### src/rtl/pcm_tsi_pkg.sv
package pcm_tsi_pkg;
  // slot numbering and bits per slot
  localparam int unsigned SLOT_W    = 8;
  localparam int unsigned BIT_W     = 3;
  localparam int unsigned SLOT_BITS = 1 << BIT_W;

  typedef struct packed {
    logic              en;
    logic [SLOT_W-1:0] slot;
  } slot_cfg_t;

  // channel owns this slot in this direction
  function automatic logic cfg_hits(slot_cfg_t c, logic [SLOT_W-1:0] s);
    return c.en && (c.slot == s);
  endfunction

  // bit position in the byte sent at a given bit period, MSB first
  function automatic logic [BIT_W-1:0] msb_first_index(logic [BIT_W-1:0] b);
    return ~b;
  endfunction
endpackage

### src/rtl/pcm_slot_timer.sv
module pcm_slot_timer
  import pcm_tsi_pkg::*;
(
  input  logic              clk,
  input  logic              rst_n,
  input  logic              fs,
  output logic [BIT_W-1:0]  cur_bit,
  output logic [SLOT_W-1:0] cur_slot,
  output logic              synced,
  output logic [BIT_W-1:0]  nxt_bit,
  output logic [SLOT_W-1:0] nxt_slot,
  output logic              nxt_synced
);
  logic last_bit;
  assign last_bit = &cur_bit;

  // position of the bit period that the current rising edge opens
  always_comb begin
    if (fs) begin
      nxt_bit  = '0;
      nxt_slot = '0;
    end else begin
      nxt_bit  = cur_bit + 1'b1;
      nxt_slot = last_bit ? cur_slot + 1'b1 : cur_slot;
    end
    nxt_synced = synced | fs;
  end

  always_ff @(posedge clk or negedge rst_n) begin
    if (!rst_n) begin
      cur_bit  <= '1;
      cur_slot <= '1;
      synced   <= 1'b0;
    end else begin
      cur_bit  <= nxt_bit;
      cur_slot <= nxt_slot;
      synced   <= nxt_synced;
    end
  end
endmodule

### src/rtl/pcm_tx_serializer.sv
module pcm_tx_serializer
  import pcm_tsi_pkg::*;
#(
  parameter int unsigned NUM_CH = 4
) (
  input  logic                        clk,
  input  logic                        rst_n,
  input  logic [BIT_W-1:0]            nxt_bit,
  input  logic [SLOT_W-1:0]           nxt_slot,
  input  logic                        nxt_synced,
  input  slot_cfg_t [NUM_CH-1:0]      cfg,
  input  logic [NUM_CH*SLOT_BITS-1:0] bytes_in,
  output logic                        tx_data,
  output logic                        tx_oe
);
  logic                 hit;
  logic [SLOT_BITS-1:0] win_byte;
  logic [SLOT_BITS-1:0] shreg;

  // lowest-numbered enabled channel on this slot owns the pin
  always_comb begin
    hit      = 1'b0;
    win_byte = '0;
    for (int i = NUM_CH - 1; i >= 0; i--) begin
      if (cfg_hits(cfg[i], nxt_slot)) begin
        hit      = 1'b1;
        win_byte = bytes_in[i*SLOT_BITS +: SLOT_BITS];
      end
    end
  end

  always_ff @(posedge clk or negedge rst_n) begin
    if (!rst_n) begin
      tx_oe   <= 1'b0;
      tx_data <= 1'b0;
      shreg   <= '0;
    end else begin
      tx_oe <= nxt_synced & hit;
      if (nxt_bit == '0) begin
        shreg   <= win_byte;
        tx_data <= win_byte[msb_first_index(nxt_bit)];
      end else begin
        tx_data <= shreg[msb_first_index(nxt_bit)];
      end
    end
  end
endmodule

### src/rtl/pcm_rx_deserializer.sv
module pcm_rx_deserializer
  import pcm_tsi_pkg::*;
#(
  parameter int unsigned NUM_CH = 4
) (
  input  logic                        clk,
  input  logic                        rst_n,
  input  logic                        rx_data,
  input  logic [BIT_W-1:0]            cur_bit,
  input  logic [SLOT_W-1:0]           cur_slot,
  input  logic                        synced,
  input  slot_cfg_t [NUM_CH-1:0]      cfg,
  output logic [NUM_CH*SLOT_BITS-1:0] bytes_out,
  output logic [NUM_CH-1:0]           valid
);
  logic rx_q;
  logic last_bit;
  assign last_bit = &cur_bit;

  // falling-edge sample of the highway
  always_ff @(negedge clk or negedge rst_n) begin
    if (!rst_n) rx_q <= 1'b0;
    else        rx_q <= rx_data;
  end

  for (genvar ch = 0; ch < NUM_CH; ch++) begin : g_lane
    logic [SLOT_BITS-1:0] shreg;
    logic [SLOT_BITS-1:0] held;
    logic                 pulse;
    logic                 capture;

    assign capture = synced && cfg_hits(cfg[ch], cur_slot);

    always_ff @(posedge clk or negedge rst_n) begin
      if (!rst_n) begin
        shreg <= '0;
        held  <= '0;
        pulse <= 1'b0;
      end else begin
        pulse <= capture && last_bit;
        if (capture) begin
          shreg <= {shreg[SLOT_BITS-2:0], rx_q};
          if (last_bit) held <= {shreg[SLOT_BITS-2:0], rx_q};
        end
      end
    end

    assign bytes_out[ch*SLOT_BITS +: SLOT_BITS] = held;
    assign valid[ch] = pulse;
  end
endmodule

### src/rtl/pcm_tsi4.sv
module pcm_tsi4
  import pcm_tsi_pkg::*;
#(
  parameter int unsigned NUM_CH = 4,
  localparam int unsigned CH_W   = $clog2(NUM_CH),
  localparam int unsigned ADDR_W = CH_W + 1,
  localparam int unsigned DATA_W = SLOT_W + 1,
  localparam int unsigned LANE_W = NUM_CH * SLOT_BITS
) (
  input  logic              clk,
  input  logic              rst_n,
  input  logic              fs,
  input  logic              rx_data,
  output logic              tx_data,
  output logic              tx_oe,
  input  logic              wr_en,
  input  logic [ADDR_W-1:0] wr_addr,
  input  logic [DATA_W-1:0] wr_data,
  input  logic [LANE_W-1:0] tx_bytes,
  output logic [LANE_W-1:0] rx_bytes,
  output logic [NUM_CH-1:0] rx_valid
);
  slot_cfg_t [NUM_CH-1:0] tx_cfg;
  slot_cfg_t [NUM_CH-1:0] rx_cfg;

  // named events for the checker
  logic [BIT_W-1:0]  cur_bit, nxt_bit;
  logic [SLOT_W-1:0] cur_slot, nxt_slot;
  logic              synced, nxt_synced;
  logic              tx_any_en;

  for (genvar ch = 0; ch < NUM_CH; ch++) begin : g_cfg
    logic sel;
    assign sel = wr_en && (wr_addr[ADDR_W-1:1] == CH_W'(ch));
    always_ff @(posedge clk or negedge rst_n) begin
      if (!rst_n) begin
        tx_cfg[ch] <= '0;
        rx_cfg[ch] <= '0;
      end else if (sel) begin
        if (wr_addr[0]) rx_cfg[ch] <= slot_cfg_t'(wr_data);
        else            tx_cfg[ch] <= slot_cfg_t'(wr_data);
      end
    end
  end

  always_comb begin
    tx_any_en = 1'b0;
    for (int i = 0; i < NUM_CH; i++) tx_any_en |= tx_cfg[i].en;
  end

  pcm_slot_timer u_timer (
    .clk        (clk),
    .rst_n      (rst_n),
    .fs         (fs),
    .cur_bit    (cur_bit),
    .cur_slot   (cur_slot),
    .synced     (synced),
    .nxt_bit    (nxt_bit),
    .nxt_slot   (nxt_slot),
    .nxt_synced (nxt_synced)
  );

  pcm_tx_serializer #(.NUM_CH(NUM_CH)) u_tx (
    .clk        (clk),
    .rst_n      (rst_n),
    .nxt_bit    (nxt_bit),
    .nxt_slot   (nxt_slot),
    .nxt_synced (nxt_synced),
    .cfg        (tx_cfg),
    .bytes_in   (tx_bytes),
    .tx_data    (tx_data),
    .tx_oe      (tx_oe)
  );

  pcm_rx_deserializer #(.NUM_CH(NUM_CH)) u_rx (
    .clk       (clk),
    .rst_n     (rst_n),
    .rx_data   (rx_data),
    .cur_bit   (cur_bit),
    .cur_slot  (cur_slot),
    .synced    (synced),
    .cfg       (rx_cfg),
    .bytes_out (rx_bytes),
    .valid     (rx_valid)
  );
endmodule

### config.mk
export PLATFORM = sky130hd
export DESIGN_NAME = pcm_tsi4
export DESIGN_NICKNAME = d
export VERILOG_FILES = /design/src/rtl/pcm_tsi_pkg.sv /design/src/rtl/pcm_slot_timer.sv /design/src/rtl/pcm_tx_serializer.sv /design/src/rtl/pcm_rx_deserializer.sv /design/src/rtl/pcm_tsi4.sv
export SDC_FILE = /design/constraint.sdc
export NUM_CORES = 1
export LEC_CHECK = 0
export BUFFER_PORTS_ARGS = -buffer_cell sky130_fd_sc_hd__buf_4
export CORE_ASPECT_RATIO = 1.4
export CORE_MARGIN = 2
export CORE_UTILIZATION = 37
export CTS_BUF_LIST = sky130_fd_sc_hd__clkbuf_2 sky130_fd_sc_hd__clkbuf_4 sky130_fd_sc_hd__clkbuf_8
export DETAILED_ROUTE_END_ITERATION = 7
export PLACE_DENSITY_LB_ADDON = 0.25
export SYNTH_ARGS = -nofsm -noshare
export SYNTH_HDL_FRONTEND = slang
export SYNTH_HIERARCHICAL = 1
export SYNTH_SLANG_ARGS = --single-unit
### constraint.sdc
create_clock -name clk -period 5.1 [get_ports clk]
set_clock_uncertainty 0.15 [all_clocks]
set_input_delay 0.255 -clock clk [delete_from_list [all_inputs] [get_ports clk]]
set_output_delay 0.255 -clock clk [all_outputs]
set_load 0.02 [all_outputs]
# [Yosys cells after proc, flatten, opt, wreduce, memory -nomap -nowiden]
# Cells that the tools add are included.
[classes] add_sub_neg=2 magnitude_cmp=1 n_eq_ne=11 muxes=16 bitwise=4 n_reduce_logical=35
[ops] cell="equality test 8 bit" count=8
[ops] cell="two-way mux 8 bit" count=6
[ops] cell="logical AND 1 bit" count=20
[ops] cell="AND reduction 2 bit" count=8
[ops] cell="AND reduction 4 bit" count=4
[ops] cell="adder 8 x 1 -> 8 bit (second input constant)" count=1
[ops] cell="two-way mux 1 bit" count=7
[ops] cell="binary-select mux 1 bit (select 3 bit)" count=2
[ops] cell="equality test 2 bit (second input constant)" count=2
[ops] cell="less-than comparator 3 x 4 -> 1 bit (second input constant)" count=1
[ops] cell="adder 3 x 1 -> 3 bit (second input constant)" count=1
[ops] cell="zero test 3 bit" count=1
[ops] cell="two-way mux 3 bit" count=1
[ops] cell="inverter 3 bit" count=1
[ops] cell="AND reduction 3 bit" count=1
[ops] cell="equality test 2 x 1 -> 1 bit (second input constant)" count=1
[ops] cell="zero test 2 bit" count=1
[ops] cell="AND 1 bit" count=1
[ops] cell="inverter 1 bit" count=1
[ops] cell="OR 1 bit" count=1
[totals] register_bits=159

# [Logic depth before layout (Yosys ltp)]
# Gate-level depths: netlist of the first run.
[logic_depth] depth_word=12 ltp_mapped=14 depth_no_buf=11

# [Cells and area by module]
# The synthesis of the first run kept the hierarchy.
[by_module_without_submodules] module="pcm_rx_deserializer" instances=1 cells_per_inst=200 area_each_um2=2847.7 seq_area_each_um2=1626.6
[by_module_without_submodules] module="pcm_tsi4" instances=1 cells_per_inst=159 area_each_um2=2742.6 seq_area_each_um2=1801.7
[by_module_without_submodules] module="pcm_tx_serializer" instances=1 cells_per_inst=139 area_each_um2=1138.6 seq_area_each_um2=250.2
[by_module_without_submodules] module="pcm_slot_timer" instances=1 cells_per_inst=47 area_each_um2=540.5 seq_area_each_um2=314.1

==> qor.txt, run 1 <==
Share of layout cells above drive strength 1 - 0.4237
Final period util - 0.8369
Drt pass-1 iters - 4
WS Path Type - flop to flop
Initial core utilization - 0.3783
Clock-pin slew on the worst setup and hold paths - 80 ps
GRT Total Usage - 0.1619
Clk sink count - 159
TritonCTS Buffers - 17
Comb pwr share - 0.146
Max-cap viol count - 0
Met2 Resource Use GR - 0.2831
Slowest cell on crit path - dlygate4sd3_1
Sequential Power Share - 0.511
Clock buffer depth - 2
Most Used Layer, Global Route - met2
Final nets - 707
Final core occ - 0.4572
WL/cell - 17.08 um
Slew @ Worst Pin - 1024 ps
Relative slew margins - 0.3173
CP delay by family, top - simple AND/OR/NAND/NOR gates
Routed vias - 4664
R2R depth - 12
Cell taking the most area after synthesis - dfrtp_1
Post-CTS Setup Bufs - 0
Adder-Cell Fraction of Synth Area - 0.005164
Worst vdd ir - 167.6 uV
Hold path depth - 4
Setup violators final - 0
Finished Cell Area - 8786 um2
Drt initial violations - 293
Synth cell types - 54
CP required - 5280 ps
Rows - 60
Reg2reg start - u_timer/cur_bit[0]$_DFF_PN1_
Root Buffer - clkbuf_8
Internal Pwr Total - 2.268 mW
Most common cell in the synthesized netlist - dfrtp_1
Buf+Inv Stages, Crit Path - 1
Post-synthesis sequential area ratio - 0.5492
Outcome - finished clean
HPWL after DPL - 11.33 mm
Die W - 122.5 um
Synth top area cells - dfrtp_1 (51%), mux2_2 (19%), xor2_1 (4.2%)
Mux contribution to synthesized area - 0.2145
FF-to-FF End - u_tx/shreg[7]$_DFFE_PN0P_
Leakage - 4.017 nW
Crit Path Max Fanout - 11
Setup TNS - 0 ps
Post-synthesis compound-gate area fraction - 0.04286
Critical path cell sequence - ha_1 > ha_1 > nand4_2 > or3_1 > a21oi_1 > xnor2_1 > nand3_1 > or3_1 > or3_1 > o211ai_2 > o22ai_2 > dlygate4sd3_1
Async SR Flop Fraction - 1.000
Power, Total - 3.022 mW
Antenna viol nets, final - 0
Initial antenna violation count - 0
Via density - 5.092
CP arrival - 4450 ps
Yosys warns - 6
Gp weighted congestion - 0.8789
Syn_nets - 597
Slew Viols, Final - 0
Clock group share of total power - 0.343
WP depth - 12
Ports - 87
EDFF count, synth - 0
Diode count - 0
CTS tree - done
Yosys top cell area share - 0.5060
Area share of xor/xnor cells in the synthesized design - 0.07573
Min-Delay Path Class - primary input to flop
Synth Area in Simple Gates - 0.08571
Reg-to-reg slack, setup - 830 ps
Max incr delay on CP - 560 ps
Total core area - 19220 um2
Synthesized cell area - 7269 um2
CP dominant cell by count - or3_1
RSZ-0062 raised after global routing - false
Instance area at placement - 8112 um2
Max Freq - 234.3 MHz
Final Hold Fails - 0
Most used flip-flop cell after synthesis - dfrtp_1
Vias in the first global route - 4982
Worst setup EP type - flop
Seq cells post-synth - 159
Area of the die - 20800 um2
Switching power - 754.0 uW
Largest family of logic cells by synthesized area - multiplexers
Die H - 169.9 um
First-pass GRT wire length - 25.67 mm
Gr ovfl total - 0
Met3 Track Usage GR - 0.03452
Post-synthesis average cell area - 13.34 um2
Clock latency on the worst-skew pair - 450 ps
Final WL - 15.64 mm
CTS H-tree lvls - 4
Layout area overhead - 20.86%
PD cells - 344.0 nW/um2
Met1 global-route usage - 0.1896
Pin count of the biggest net entering global routing - 85
Crit path time final - 4268 ps
Post-Syn Instances - 545
Worst setup path endpoint - u_tx/shreg[7]$_DFFE_PN0P_
DRC errors left - 0
Crit path from - u_timer/cur_bit[0]$_DFF_PN1_
Number of port buffers - 86
Worst setup SP type - flop
Switching Share - 0.2495
Synth top cells by count - dfrtp_1 (147), mux2_2 (124), xor2_1 (35)
==> what timing repair did <==
item	4_1_cts	5_1_grt
resized for setup	0	0
hold buffers	22	0
endpoints found under the hold margin	161	0
==> cells by family (layout without fill, tap and decap cells) <==
kind of cell	Yosys count	in the layout
AO/OA/AOI/OAI	45	45
XOR/XNOR	62	62
adder cells (fa/ha/maj)	3	3
buffers and inverters	30	153
flip-flops	159	159
multiplexers	135	135
AND/OR/NAND/NOR	111	111
==> flip-flops by register name, indices dropped and copies added (netlist names) <==
| name | count |
|---|---|
| u_rx/rx_q | 1 |
| u_timer/cur_slot | 8 |
| u_tx/tx_data | 1 |
| u_rx/g_lane.shreg | 28 |
| tx_cfg | 36 |
| u_tx/shreg | 8 |
| u_timer/synced | 1 |
| u_tx/tx_oe | 1 |
| u_timer/cur_bit | 3 |
| u_rx/g_lane.pulse | 4 |
| u_rx/g_lane.held | 32 |
| rx_cfg | 36 |
==> worst register-to-register path, stage by stage, from the launching register on <==
cell           delay [ps]
dfstp_2               550
ha_1                  140
ha_1                  300
nand4_2               180
or3_1                 380
a21oi_1               480
xnor2_1               180
nand3_1               110
or3_1                 530
or3_1                 400
o211ai_2               90
o22ai_2               100
dlygate4sd3_1         560
==> power by group through the flow <==
stage	registers, mW	logic (mW)	clock network [mW]
after floorplan	1.54	0.303	0
after global placement	1.56	0.423	0
after detailed placement	1.57	0.433	0
after CTS	1.55	0.449	1.07
after global routing	1.57	0.491	1.14
final	1.55	0.442	1.04
==> metal layers <==
metal	share of wire	up-vias	routed length, um
met2	0.53	124	8252
met5	0	-	0
met1	0.40	2347	6333
li1	-	2166	-
met3	0.040	27	628
met4	0.027	0	428
==> final cells by class <==
class / count / area [um2]
Sequential cell: 159 / 3993
Timing Repair Buffer: 114 / 914.6
Clock inverter: 9 / 156.4
Clock buffer: 23 / 297.8
Fill cell: 1804 / 10430
Tap cell: 248 / 310.3
Multi-Input combinational cell: 356 / 3088
Inverter: 7 / 26.28
==> stage by stage <==
stage	std cells	hold slack (ps)	worst slack, ps
6_report	916	71.77	831.7
5_1_grt	916	63.05	589.6
4_1_cts	916	26.38	808.4
2_1_floorplan	545	-190.6	1641
3_3_place_gp	862	-104.3	1458
3_5_place_dp	862	-104.3	1371
==> how the worst min path moves through the flow <==
stage                       from                                 end  slack (ps)
floorplan                  rst_n               rx_cfg[0]$_DFFE_PN0P_        -190
global placement           rst_n  u_rx/g_lane[2].held[4]$_DFFE_PN0P_        -100
detailed placement         rst_n  u_rx/g_lane[2].held[2]$_DFFE_PN0P_        -100
CTS                 tx_bytes[18]           u_tx/shreg[2]$_DFFE_PN0P_          30
global route        tx_bytes[19]           u_tx/shreg[3]$_DFFE_PN0P_          60
finish              tx_bytes[18]           u_tx/shreg[2]$_DFFE_PN0P_          70
==> cell usage in the layout (no fill, tap or decap), drive strengths merged, types with 8 or more instances in the layout <==
cell / Yosys / layout
nor3: 12 / 12
or3: 8 / 8
nand4: 10 / 10
nand2: 26 / 26
nor2: 18 / 18
nand3: 15 / 15
clkbuf: 4 / 23
dlygate4sd3: 0 / 22
xor2: 35 / 35
dfrtp: 147 / 147
buf: 19 / 92
o21ai: 13 / 13
xnor2: 27 / 27
dfstp: 11 / 11
mux2: 132 / 132
(Power assumes the default switching activity.)
==> inputs of run 2 (changes only) <==
==> constraint.sdc (replaced) <==
create_clock -name clk -period 3.6 [get_ports clk]
set_clock_uncertainty 0.15 [all_clocks]
set_input_delay 0.18 -clock clk [delete_from_list [all_inputs] [get_ports clk]]
set_output_delay 0.18 -clock clk [all_outputs]
set_load 0.02 [all_outputs]
==> qor.txt, run 2 (synthesis gave the netlist of run 1 again) <==
Clock-pin slew on the worst setup and hold paths - 80 ps (about the same)
# fillers - 1785 (-1.1%)
TritonCTS Buffers - 17 (unchanged)
Reg-to-reg slack, setup - 170 ps (-660 ps)
RSZ-0062 raised after global routing - false
Slew Viols, Final - 0 (unchanged)
HPWL after DPL - 11.73 mm (+3.6%)
Vias in the first global route - 5001 (+0.38%)
Antenna viol nets, final - 0 (unchanged)
WL/cell - 17.22 um (+0.84%)
Routed vias - 4684 (+0.43%)
Final nets - 725 (+2.5%)
Initial antenna violation count - 0 (unchanged)
Worst vdd ir - 219.1 uV (+31%)
Worst setup EP type - flop
Diode count - 0 (unchanged)
Die W - 122.5 um (unchanged)
Worst setup path endpoint - u_tx/shreg[7]$_DFFE_PN0P_
WP depth - 11 (-1)
Fin cells - 934 (+2.0%)
Via density - 5.015 (-1.5%)
Crit Path Max Fanout - 6 (-5)
Placed insts - 873 (+1.3%)
Total core area - 19220 um2 (unchanged)
Crit path time final - 3426 ps (-842.6 ps)
Drt initial violations - 274 (-6.5%)
Most frequent cells in the layout - dfrtp_1 (147), mux2_2 (124), buf_4 (102)
Setup TNS - 0 ps (unchanged)
Top Registers - rx_cfg: 36 flops, tx_cfg: 36 flops, u_rx/g_lane.held: 32 flops
GRT Total Usage - 0.1638 (+0.001869)
CTS H-tree lvls - 4 (unchanged)
Number of port buffers - 86 (unchanged)
CP arrival - 3600 ps (-850 ps)
Setup violators final - 0 (unchanged)
Buf+Inv Stages, Crit Path - 1 (unchanged)
Gp weighted congestion - 0.8531 (-2.9%)
Power, Total - 4.227 mW (+40%)
Max incr delay on CP - 540 ps (-20 ps)
Crit path from - u_timer/cur_bit[0]$_DFF_PN1_
Initial core utilization - 0.3783 (unchanged)
CTS tree - done
Gr ovfl total - 0 (unchanged)
Clk sink count - 159 (unchanged)
Final core occ - 0.4643 (+0.007162)
Pin count of the biggest net entering global routing - 86 (+1.2%)
Rows - 60 (unchanged)
Clock buffer depth - 2 (unchanged)
Commonest non-fill, non-tap cell in the layout - dfrtp_1
Min-Delay Path Class - primary input to flop
Reg2reg start - u_timer/cur_bit[0]$_DFF_PN1_
Outcome - finished clean
CP required - 3780 ps (-1500 ps)
Critical path cell sequence - ha_1 > ha_2 > nand4_2 > or3_1 > a21oi_1 > buf_4 > xnor2_1 > nand4_1 > or3_1 > a311oi_2 > o22ai_2
Slew @ Worst Pin - 1051 ps (+27.18 ps)
Max-cap viol count - 0 (unchanged)
Worst setup SP type - flop
CP dominant cell by count - or3_1
Root Buffer - clkbuf_8
Share of layout cells above drive strength 1 - 0.4315 (+0.007834)
Post-CTS Setup Bufs - 0 (unchanged)
Area of the die - 20800 um2 (unchanged)
Final WL - 16.09 mm (+2.8%)
Ports - 87 (unchanged)
Drt pass-1 iters - 4 (unchanged)
Layout area overhead - 22.75%
First-pass GRT wire length - 25.92 mm (+0.99%)
Final period util - 0.9516 (+0.1147)
PD cells - 473.7 nW/um2 (+38%)
Die H - 169.9 um (unchanged)
WS Path Type - flop to flop
CP delay by family, top - simple AND/OR/NAND/NOR gates
Final Hold Fails - 0 (unchanged)
FF-to-FF End - u_tx/shreg[7]$_DFFE_PN0P_
Leakage - 4.096 nW (+2.0%)
Max Freq - 291.9 MHz (+25%)
Relative slew margins - 0.2992 (-0.01812)
R2R depth - 11 (-1)
DRC errors left - 0 (unchanged)
Clock latency on the worst-skew pair - 450 ps (about the same)
Slowest cell on crit path - dfstp_2
-- run 2: changes by cell type in the layout (fill, tap and decap cells not counted) --
cell / before / now
bufinv_16: 4 / 2
clkinvlp_4: 3 / 2
clkbuf_4: 3 / 4
clkbuf_8: 20 / 24
clkinv_4: 1 / 0
and4_2: 0 / 1
and4_1: 3 / 2
ha_2: 0 / 1
dlygate4sd3_1: 22 / 29
ha_1: 3 / 2
clkinv_2: 1 / 0
buf_4: 91 / 102
-- run 2: tightest hold or removal path, stage by stage --
cell and delay [ps]:
buf_4 110, nand3_1 60, a31o_1 160, a31oi_1 80
-- run 2: final cells by class --
type | count | area (um2) | area share
clock buffers | 28 | 360.3 | 0.04038
clock inverters | 4 | 75.07 | 0.008413
inverters | 7 | 26.28 | 0.002944
multi-input cells | 356 | 3092 | 0.3465
flip-flops and latches | 159 | 3993 | 0.4474
well taps | 248 | 310.3 | 0.03477
repair buffers | 132 | 1067 | 0.1196
-- run 2: worst min path at each step --
stage	end	slack [ps]	from	cells after the start
6_report	u_tx/shreg[1]$_DFFE_PN0P_	30	tx_bytes[25]	4
5_1_grt	u_tx/shreg[3]$_DFFE_PN0P_	30	tx_bytes[11]	4
4_1_cts	u_tx/shreg[3]$_DFFE_PN0P_	5	tx_bytes[11]	4
3_5_place_dp	u_tx/shreg[0]$_DFFE_PN0P_	310	tx_bytes[0]	3
3_3_place_gp	u_rx/g_lane[2].held[4]$_DFFE_PN0P_	310	rst_n	2
2_1_floorplan	rx_cfg[0]$_DFFE_PN0P_	-270	rst_n	0
-- run 2: per-stage QoR --
stage               worst slack [ps]  hold WS (ps)  cell area, um2
floorplan                      412.6        -265.6            7269
global placement               113.0         306.2            8194
detailed placement             51.57         310.5            8194
CTS                            32.70         4.718            8920
global route                   4.184         33.75            8924
finish                         174.3         31.90            8924
-- run 2: layer usage --
metal / GRT usage / up-vias / share of wire
li1: - / 2196 / -
met1: 0.1874 / 2337 / 0.40
met2: 0.2995 / 124 / 0.54
met3: 0.03050 / 27 / 0.039
met4: 0.05997 / 0 / 0.020
met5: 0 / - / 0
-- run 2: repair_timing --
action,4_1_cts,5_1_grt
endpoints found under the setup margin,0,9
hold buffers,29,0
endpoints found under the hold margin,159,0
resized for setup,0,2
-- run 2: where the power goes --
group          switching [mW]  leakage [nW]  total (mW)  internal, mW
Clock                   0.617         0.220        1.40         0.779
Sequential              0.167          2.02        2.20          2.03
Combinational           0.279          1.86       0.636         0.358
